`config.mk`:
```
export PLATFORM = sky130hd
export DESIGN_NAME = host_cmd_decoder
export DESIGN_NICKNAME = d
export VERILOG_FILES = /design/src/rtl/hcd_pkg.sv /design/src/rtl/hcd_cfg_regs.sv /design/src/rtl/hcd_refresh_timer.sv /design/src/rtl/hcd_cmd_fsm.sv /design/src/rtl/host_cmd_decoder.sv
export SDC_FILE = /design/constraint.sdc
export NUM_CORES = 1
export LEC_CHECK = 0
export BUFFER_PORTS_ARGS = -buffer_cell sky130_fd_sc_hd__buf_2
export CORE_MARGIN = 2
export CORE_UTILIZATION = 49
export DETAILED_ROUTE_END_ITERATION = 10
export GPL_TIMING_DRIVEN = 0
export HOLD_SLACK_MARGIN = 0.12
export PLACE_DENSITY = 0.82
export SLEW_MARGIN = 5
export SYNTH_ARGS = -nofsm -noshare
export SYNTH_HDL_FRONTEND = slang
export SYNTH_SLANG_ARGS = --single-unit
```
`constraint.sdc`:
```
create_clock -name clk_i -period 2.5 [get_ports clk_i]
set_input_delay 0.25 -clock clk_i [delete_from_list [all_inputs] [get_ports clk_i]]
set_output_delay 0.25 -clock clk_i [all_outputs]
set_load 0.005 [all_outputs]
```
`src/rtl/hcd_pkg.sv`:
```
package hcd_pkg;
  localparam logic [2:0] CMD_NOP  = 3'd0;
  localparam logic [2:0] CMD_RDA  = 3'd1;
  localparam logic [2:0] CMD_WRA  = 3'd2;
  localparam logic [2:0] CMD_REF  = 3'd3;
  localparam logic [2:0] CMD_PRE  = 3'd4;
  localparam logic [2:0] CMD_LMR  = 3'd5;
  localparam logic [2:0] CMD_CFG1 = 3'd6;
  localparam logic [2:0] CMD_CFG2 = 3'd7;

  typedef enum logic [1:0] {ST_IDLE, ST_WAIT, ST_ACK, ST_GUARD} hcd_state_e;

  typedef struct packed {
    logic [1:0] bl_code;
    logic [3:0] trfc;
    logic [1:0] trcd;
    logic [1:0] cas;
  } cfg1_t;

  localparam cfg1_t CFG1_RST = '{bl_code: 2'b10, trfc: 4'd8, trcd: 2'd2, cas: 2'd2};

  function automatic logic [3:0] burst_len(input logic [1:0] code);
    case (code)
      2'b01:   burst_len = 4'd2;
      2'b11:   burst_len = 4'd8;
      default: burst_len = 4'd4;
    endcase
  endfunction
endpackage

```
`src/rtl/hcd_cfg_regs.sv`:
```
module hcd_cfg_regs
  import hcd_pkg::*;
#(
  parameter int AW     = 16,
  parameter int RW     = 12,
  parameter int RW_RST = 780
) (
  input  logic          clk_i,
  input  logic          rst_ni,
  input  logic          wr1_i,
  input  logic          wr2_i,
  input  logic [AW-1:0] data_i,
  output logic [1:0]    cas_lat_o,
  output logic [1:0]    trcd_o,
  output logic [3:0]    trfc_o,
  output logic [3:0]    burst_len_o,
  output logic [RW-1:0] interval_o,
  output logic [RW-1:0] interval_nxt_o
);
  localparam int CFG1_W = $bits(cfg1_t);

  cfg1_t         cfg1_q;
  cfg1_t         cfg1_in;
  logic [RW-1:0] cfg2_q;
  logic [RW-1:0] cfg2_in;

  // interval field width versus address width
  generate
    if (RW <= AW) begin : g_trunc
      assign cfg2_in = data_i[RW-1:0];
    end else begin : g_zext
      assign cfg2_in = {{(RW-AW){1'b0}}, data_i};
    end
  endgenerate

  always_comb begin
    cfg1_in = cfg1_t'(data_i[CFG1_W-1:0]);
    if (cfg1_in.bl_code == 2'b00) cfg1_in.bl_code = cfg1_q.bl_code;
  end

  always_ff @(posedge clk_i or negedge rst_ni) begin
    if (!rst_ni) begin
      cfg1_q <= CFG1_RST;
      cfg2_q <= RW'(RW_RST);
    end else begin
      if (wr1_i) cfg1_q <= cfg1_in;
      if (wr2_i) cfg2_q <= cfg2_in;
    end
  end

  assign cas_lat_o      = cfg1_q.cas;
  assign trcd_o         = cfg1_q.trcd;
  assign trfc_o         = cfg1_q.trfc;
  assign burst_len_o    = burst_len(cfg1_q.bl_code);
  assign interval_o     = cfg2_q;
  assign interval_nxt_o = cfg2_in;

  assert_bl_legal_R5: assert property (@(posedge clk_i) disable iff (!rst_ni)
    cfg1_q.bl_code != 2'b00);
  assert_cfg1_hold_R9: assert property (@(posedge clk_i) disable iff (!rst_ni)
    !wr1_i |=> $stable(cfg1_q));
  assert_cfg2_hold_R9: assert property (@(posedge clk_i) disable iff (!rst_ni)
    !wr2_i |=> $stable(cfg2_q));
endmodule

```
`src/rtl/hcd_refresh_timer.sv`:
```
module hcd_refresh_timer #(
  parameter int RW     = 12,
  parameter int RW_RST = 780
) (
  input  logic          clk_i,
  input  logic          rst_ni,
  input  logic [RW-1:0] interval_i,
  input  logic          reload_i,
  input  logic [RW-1:0] reload_val_i,
  input  logic          clr_i,
  output logic          pend_o
);
  logic [RW-1:0] cnt_q;
  logic          expire;

  assign expire = !reload_i && (interval_i != '0) && (cnt_q == '0);

  always_ff @(posedge clk_i or negedge rst_ni) begin
    if (!rst_ni) begin
      cnt_q  <= RW'(RW_RST - 1);
      pend_o <= 1'b0;
    end else begin
      if (reload_i)
        cnt_q <= (reload_val_i == '0) ? '0 : reload_val_i - 1'b1;
      else if (interval_i == '0)
        cnt_q <= '0;
      else if (cnt_q == '0)
        cnt_q <= interval_i - 1'b1;
      else
        cnt_q <= cnt_q - 1'b1;

      // a fresh expiry wins over a clear in the same cycle
      if (expire)     pend_o <= 1'b1;
      else if (clr_i) pend_o <= 1'b0;
    end
  end

  assert_pend_held_R7: assert property (@(posedge clk_i) disable iff (!rst_ni)
    pend_o && !clr_i |=> pend_o);
  assert_no_pend_disabled_R6: assert property (@(posedge clk_i) disable iff (!rst_ni)
    (interval_i == '0) && !pend_o |=> !pend_o);
endmodule

```
`src/rtl/hcd_cmd_fsm.sv`:
```
module hcd_cmd_fsm
  import hcd_pkg::*;
#(
  parameter int AW = 16
) (
  input  logic          clk_i,
  input  logic          rst_ni,
  input  logic [2:0]    cmd_i,
  input  logic [AW-1:0] addr_i,
  input  logic          seq_done_i,
  input  logic          pend_i,
  output logic          seq_req_o,
  output logic [2:0]    seq_op_o,
  output logic [AW-1:0] seq_addr_o,
  output logic          cmd_ack_o,
  output logic          ref_ack_o,
  output logic          ref_clr_o,
  output logic          wr1_o,
  output logic          wr2_o,
  output logic          err_o
);
  hcd_state_e st_q;
  logic       int_q;
  logic       host_cmd, is_idle, take_ref, take_host, is_load, bad;

  assign host_cmd  = cmd_i != CMD_NOP;
  assign is_idle   = st_q == ST_IDLE;
  assign is_load   = cmd_i[2:1] == 2'b11;
  assign take_ref  = is_idle && pend_i;
  assign take_host = is_idle && !pend_i && host_cmd;
  assign bad       = host_cmd && !take_host;
  assign wr1_o     = take_host && cmd_i == CMD_CFG1;
  assign wr2_o     = take_host && cmd_i == CMD_CFG2;
  assign ref_clr_o = st_q == ST_WAIT && int_q && seq_done_i;
  assign cmd_ack_o = st_q == ST_ACK;

  always_ff @(posedge clk_i or negedge rst_ni) begin
    if (!rst_ni) begin
      st_q       <= ST_IDLE;
      int_q      <= 1'b0;
      seq_req_o  <= 1'b0;
      seq_op_o   <= CMD_NOP;
      seq_addr_o <= '0;
      ref_ack_o  <= 1'b0;
      err_o      <= 1'b0;
    end else begin
      seq_req_o <= 1'b0;
      ref_ack_o <= 1'b0;
      if (bad) err_o <= 1'b1;
      unique case (st_q)
        ST_IDLE: begin
          if (take_ref) begin
            seq_op_o   <= CMD_REF;
            seq_addr_o <= '0;
            int_q      <= 1'b1;
            seq_req_o  <= 1'b1;
            st_q       <= ST_WAIT;
          end else if (take_host) begin
            if (is_load) begin
              st_q <= ST_ACK;
            end else begin
              seq_op_o   <= cmd_i;
              seq_addr_o <= addr_i;
              int_q      <= 1'b0;
              seq_req_o  <= 1'b1;
              st_q       <= ST_WAIT;
            end
          end
        end
        ST_WAIT: begin
          if (seq_done_i) begin
            if (int_q) begin
              ref_ack_o <= 1'b1;
              st_q      <= ST_IDLE;
            end else begin
              st_q <= ST_ACK;
            end
          end
        end
        ST_ACK:   st_q <= ST_GUARD;
        ST_GUARD: st_q <= ST_IDLE;
        default:  st_q <= ST_IDLE;
      endcase
    end
  end

  assert_ack_pulse_R3: assert property (@(posedge clk_i) disable iff (!rst_ni)
    cmd_ack_o |=> !cmd_ack_o && !seq_req_o);
  assert_req_pulse_R2: assert property (@(posedge clk_i) disable iff (!rst_ni)
    seq_req_o |=> !seq_req_o);
  assert_ack_cause_R3: assert property (@(posedge clk_i) disable iff (!rst_ni)
    $rose(cmd_ack_o) |-> $past(seq_done_i) || $past(wr1_o) || $past(wr2_o));
  assert_err_sticky_R9: assert property (@(posedge clk_i) disable iff (!rst_ni)
    err_o |=> err_o);
  assert_ref_ack_cause_R7: assert property (@(posedge clk_i) disable iff (!rst_ni)
    ref_ack_o |-> $past(seq_done_i) && !cmd_ack_o);
  assert_ref_first_R8: assert property (@(posedge clk_i) disable iff (!rst_ni)
    is_idle && pend_i |=> seq_req_o && seq_op_o == CMD_REF);
endmodule

```
`src/rtl/host_cmd_decoder.sv`:
```
module host_cmd_decoder
  import hcd_pkg::*;
#(
  parameter int AW     = 16,
  parameter int RW     = 12,
  parameter int RW_RST = 780
) (
  input  logic          clk_i,
  input  logic          rst_ni,
  input  logic [2:0]    cmd_i,
  input  logic [AW-1:0] addr_i,
  input  logic          seq_done_i,
  output logic          cmd_ack_o,
  output logic          proto_err_o,
  output logic          seq_req_o,
  output logic [2:0]    seq_op_o,
  output logic [AW-1:0] seq_addr_o,
  output logic          ref_pend_o,
  output logic          ref_ack_o,
  output logic [1:0]    cas_lat_o,
  output logic [1:0]    trcd_o,
  output logic [3:0]    trfc_o,
  output logic [3:0]    burst_len_o,
  output logic [RW-1:0] ref_interval_o
);
  logic          wr1, wr2, ref_clr;
  logic [RW-1:0] interval_nxt;

  hcd_cmd_fsm #(.AW(AW)) i_fsm (
    .clk_i      (clk_i),
    .rst_ni     (rst_ni),
    .cmd_i      (cmd_i),
    .addr_i     (addr_i),
    .seq_done_i (seq_done_i),
    .pend_i     (ref_pend_o),
    .seq_req_o  (seq_req_o),
    .seq_op_o   (seq_op_o),
    .seq_addr_o (seq_addr_o),
    .cmd_ack_o  (cmd_ack_o),
    .ref_ack_o  (ref_ack_o),
    .ref_clr_o  (ref_clr),
    .wr1_o      (wr1),
    .wr2_o      (wr2),
    .err_o      (proto_err_o)
  );

  hcd_cfg_regs #(.AW(AW), .RW(RW), .RW_RST(RW_RST)) i_cfg (
    .clk_i          (clk_i),
    .rst_ni         (rst_ni),
    .wr1_i          (wr1),
    .wr2_i          (wr2),
    .data_i         (addr_i),
    .cas_lat_o      (cas_lat_o),
    .trcd_o         (trcd_o),
    .trfc_o         (trfc_o),
    .burst_len_o    (burst_len_o),
    .interval_o     (ref_interval_o),
    .interval_nxt_o (interval_nxt)
  );

  hcd_refresh_timer #(.RW(RW), .RW_RST(RW_RST)) i_timer (
    .clk_i        (clk_i),
    .rst_ni       (rst_ni),
    .interval_i   (ref_interval_o),
    .reload_i     (wr2),
    .reload_val_i (interval_nxt),
    .clr_i        (ref_clr),
    .pend_o       (ref_pend_o)
  );

  assert_ack_req_excl_R2: assert property (@(posedge clk_i) disable iff (!rst_ni)
    !(cmd_ack_o && seq_req_o));
endmodule

```
# After elaboration in Yosys (flattened, before gate mapping)
# Index checks and enable logic that the tools add are counted.
# word_totals
regBits	60
out_inout_bits	48
word_cells	83
# op_classes
addsub	3
eq_ne	11
mux	29
bitwise_logic	1
reduce_logical	25
# op_table
cell	count
$mux 12	4
$mux 16	3
$logic_not 12->1	3
$sub 12x1->12 const B	3
$mux 1	12
$reduce_bool 12->1	1
$logic_and 1x1->1	10
$mux 2	5
$mux 3	3
$eq 2x2->1 const B	4
$pmux 2 s4	1
$pmux 4 s2	1
$eq 3x3->1 const B	2
$eq 2x1->1 const B	2
$logic_not 2->1	2
$reduce_and 2->1	2
$reduce_bool 2->1	2
$logic_not 1->1	3
$ne 3x3->1 const B	1
$reduce_and 3->1	1
$reduce_bool 3->1	1
$ne 2x1->1 const B	1
$ne 2x2->1 const B	1
$not 1->1	1

# Logic depth before layout (Yosys ltp)
# logic_depth
ltp_word	8
mapped_depth	10
depth_no_buf	9

# Cells and area by module
# Synthesis repeated with hierarchy kept, for this count alone.
# unflattened
cells_unflattened	331
hier_area_um2	3415.8
# modules_own_cells
module	instances	cells_each	area_each_um2	seq_area_each_um2
hcd_cmd_fsm	1	121	1191.1	625.6
hcd_refresh_timer	1	137	1181.1	331.6
hcd_cfg_regs	1	73	1043.5	560.5

# Worst setup path after synthesis
# Ideal clock, no wire load.
# synth_path
path_kind	register to register
start	reg i_timer.cnt_q[8]
end	reg i_timer.cnt_q[8]
setup_ns	0.096
arrival_time_ns	2.440
setup_slack_ns	-0.036
path_stages_with_launch	11
path_buffers	1
synth_period_minus_slack_ns	2.536
cell_sequence	dfstp_2 nor3_1 and4_1 buf_2 a21oi_1 ha_1 or4b_1 nor2_1 o21ai_1 o21a_1 o32ai_1
# synth_between
elab_chain_cells	4
elab_cells_between_ends	5
# synth_lines
element	line	rtl
start: declaration	hcd_refresh_timer.sv:13	logic [RW-1:0] cnt_q;
start signal: assignment	hcd_refresh_timer.sv:20	cnt_q <= RW'(RW_RST - 1);
start signal: assignment	hcd_refresh_timer.sv:24	cnt_q <= (reload_val_i == '0) ? '0 : reload_val_i - 1'b1;
start signal: assignment	hcd_refresh_timer.sv:28	cnt_q <= interval_i - 1'b1;
$sub 12x1->12 / $logic_not 12->1 (equally long branches)	hcd_refresh_timer.sv:30, hcd_refresh_timer.sv:27	
$mux 12 (*)	hcd_refresh_timer.sv:27	else if (cnt_q == '0)
$mux 12 (*)	hcd_refresh_timer.sv:25	else if (interval_i == '0)
$mux 12 (*)	hcd_refresh_timer.sv:23	if (reload_i)
# Mark *: on every way between the ends. The rest lies on a longest branch, timed or not.
# A chain may end at the register's enable or synchronous reset.

# Worst setup path in the final report
# layout_path
start	reg i_timer.cnt_q[0]
end	reg i_timer.cnt_q[8]
# Same word-level chain as after synthesis.

==> results_dict.tcl <==
set metrics [dict create \
    outcome "completed" \
    antenna_found_initial 0 \
    timing.hold.ws_ns 0.127 \
    ys_seq_area_share_pct 49.5 \
    clockRootBuffer "clkbuf_8" \
    powerDensity_nw_per_um2 1240 \
    grt_pass1_wl_um 12800 \
    p_sw_share_pct 37.8 \
    crit_path_max_fanout 8 \
    synthesis.area_um2 3060 \
    wl_per_cell_um 15.7 \
    syn_inst 327 \
    port_buffers 66 \
    fp.dieW_um 83.1 \
    tightest_slew_ns 0.734 \
    drcViolationCount 0 \
    antenna_cells 0 \
    num_rows 28 \
    grt_max_degree 61 \
    cts_sinks 60 \
    syn_nets 351 \
    ys_warn_count 0 \
    wl_um 7710 \
    cts_tree "done" \
    min_period_over_period_pct 95.7 \
    dp.cells 468 \
    syn_avg_cell_area_um2 9.37 \
    gp_congestion 0.933 \
    grt-ovfl-total 0 \
    required_ns 2.75 \
    power_leakage_uw 0.00182 \
    vias 2795 \
    drtIter0Drc 189 \
    slew-limit-headroom_pct 51.0 \
    synth_top_cell_by_area "dfrtp_1" \
    cts_made_buffers 9 \
    clk_latency_ns 0.34 \
    final-setup-viol-count 0 \
    synthToLayoutAreaGrowth_pct 23.4 \
    layout.cells.non_filler 490 \
    core_um2 5990 \
    grtUsageTotal_pct 23.0 \
    synth.area.top_cells "dfrtp_1 (38%), dfstp_2 (11%), nand2_1 (8.7%)" \
    pwr-share-seq_pct 41.8 \
    synth_edf_count 0 \
    totalNegativeSetupSlack_ns 0 \
    combPwrFrac_pct 39.5 \
    ys.flop_type "dfrtp_1" \
    max_cap_viol_count 0 \
    endpoint_kind "flop" \
    ant_nets 0 \
    placed_area_um2 3500 \
    final_common_cell "nand2_1" \
    final_layout_size_suffix_gt1_share_pct 33.5 \
    die_area_um2 6900 \
    worst_setup_path_start_kind "flop" \
    internal-power_uw 2920 \
    fp.dieH_um 83.1 \
    dr.pass1.iters 6 \
    fin_area_um2 3780 \
    worst_ep_arrival_time_ns 2.64 \
    finClkSkew_ns 0.00796 \
    grt_pass1_vias 2671 \
    cts.clk_slew.worst_paths_ns 0.07 \
    async_reset_ff_share_pct 100 \
    final_cell_mix "nand2_1 (71), buf_2 (69), dfrtp_1 (47)" \
    power.total_uw 4690 \
    clock_power_share_pct 18.7 \
    finalNetCount 434 \
    io_pins 70 \
    avgViaCountPerCell 5.70 \
    clockBufferDepth 2 \
    place_hpwl_um 5550 \
    power_switching_uw 1770 \
    path_class "flop to flop" \
    fmax_mhz 418 \
    synth-seq-cells 60 \
    drv_slew 0 \
    synth_top_area_share_pct 38.4 \
    initial_core_util_pct 51.1 \
    ir_drop_v 0.000684 \
    yosysUniqueCellTypes 55 \
    period_minus_slack_ns 2.39 \
    min_path_type "input pin to flop" \
    htreeDepth 3 \
    finalHoldViolCount 0 \
]
-- routing by layer --
layer | global-route usage, % | vias to the layer above | wire length (µm)
li1 | - | 1319 | -
met1 | 31.0 | 1355 | 3200
met2 | 35.9 | 107 | 3790
met3 | 6.16 | 14 | 582
met4 | 7.90 | 0 | 136
met5 | 0 | - | 0
-- worst paths after layout --
kind / cells after the start / to / slack (ns) / from
hold reg to reg: 2 / i_cfg.trfc_o[3] / 0.46 / i_cfg.trfc_o[3]
min in group asynchronous: 2 / i_fsm.seq_addr_o[12] / 0.51 / rst_ni
setup reg to reg: 9 / i_timer.cnt_q[8] / 0.11 / i_timer.cnt_q[0]
setup / recovery: 9 / i_timer.cnt_q[8] / 0.11 / i_timer.cnt_q[0]
hold / removal: 3 / i_fsm.seq_addr_o[13] / 0.13 / addr_i[13]
max in group asynchronous: 2 / i_timer.cnt_q[5] / 1.50 / rst_ni
-- repair_timing --
item,4_1_cts,5_1_grt
buffers inserted,4,2
endpoints found under the hold margin,0,47
resized for setup,7,1
pin swaps,3,1
cloned,0,0
hold buffers,0,1
endpoints found under the setup margin,3,2
-- metrics by stage --
step | util, % | setup WS, ns
2_1_floorplan | - | 0.00262
3_3_place_gp | 58.4 | -0.184
4_1_cts | 62.6 | 0.0729
3_5_place_dp | 58.4 | -0.229
5_1_grt | 63.1 | -0.00145
6_report | 63.1 | 0.107
-- synthesized netlist by cell type (6+ instances only) --
| master | n |
|---|---|
| a21oi_1 | 9 |
| buf_4 | 9 |
| clkbuf_1 | 6 |
| dfrtp_1 | 47 |
| dfstp_2 | 13 |
| inv_1 | 8 |
| mux2_2 | 12 |
| nand2_1 | 71 |
| nand3_1 | 21 |
| nor2_1 | 19 |
| nor3_1 | 12 |
| o21ai_0 | 9 |
| o22ai_1 | 7 |
| xnor2_1 | 8 |
| xor2_1 | 6 |
-- cell type report --
cell class                      instances  area [µm²]
Fill cell                             489        2210
Sequential cell                        60        1520
Multi-Input combinational cell        237        1430
Timing Repair Buffer                   73         388
Clock buffer                           11         151
Buffer                                 20         114
Tap cell                               75        93.8
Clock inverter                          5        50.0
Inverter                                9        33.8
-- worst max-delay path: stages, from the launching register on --
cell and delay, ns:
dfstp_2 0.57, nor4_4 0.07, and4_4 0.22, a21oi_2 0.14, ha_2 0.19, or4b_4 0.48
nor2_4 0.11, o21ai_2 0.09, o21a_1 0.22, o32ai_1 0.21
-- logic make-up (layout without fill, tap and decap cells) --
| family | count (synthesis) | in the layout | share of synthesized area (%) |
|---|---|---|---|
| and+or+nand+nor | 154 | 154 | 24.3 |
| adders and majority gates | 2 | 2 | 0.817 |
| buffers and inverters | 30 | 118 | 4.98 |
| DFF | 60 | 60 | 49.5 |
| other | 1 | 1 | 0.122 |
| xor gates and xnor gates | 14 | 14 | 4.00 |
| muxes | 12 | 12 | 4.41 |
| AOI/OAI and AO/OA | 54 | 54 | 11.8 |
-- sequential cells by signal, indices dropped and copies added (netlist names) --
name,cells
i_cfg.cas_lat_o,2
i_cfg.cfg1_q,2
i_cfg.interval_o,12
i_cfg.trcd_o,2
i_cfg.trfc_o,4
i_fsm.err_o,1
i_fsm.int_q,1
i_fsm.ref_ack_o,1
i_fsm.seq_addr_o,16
i_fsm.seq_op_o,3
i_fsm.seq_req_o,1
i_fsm.st_q,2
i_timer.cnt_q,12
i_timer.pend_o,1
-- power groups by stage --
stage	clock, µW	sequential [µW]	combinational [µW]
floorplan	0	1880	1090
global placement	0	1940	1660
detailed placement	0	1960	1730
CTS	888	1950	1810
global route	935	2020	2080
finish	880	1960	1850
Power figures use the tool's default switching activity.
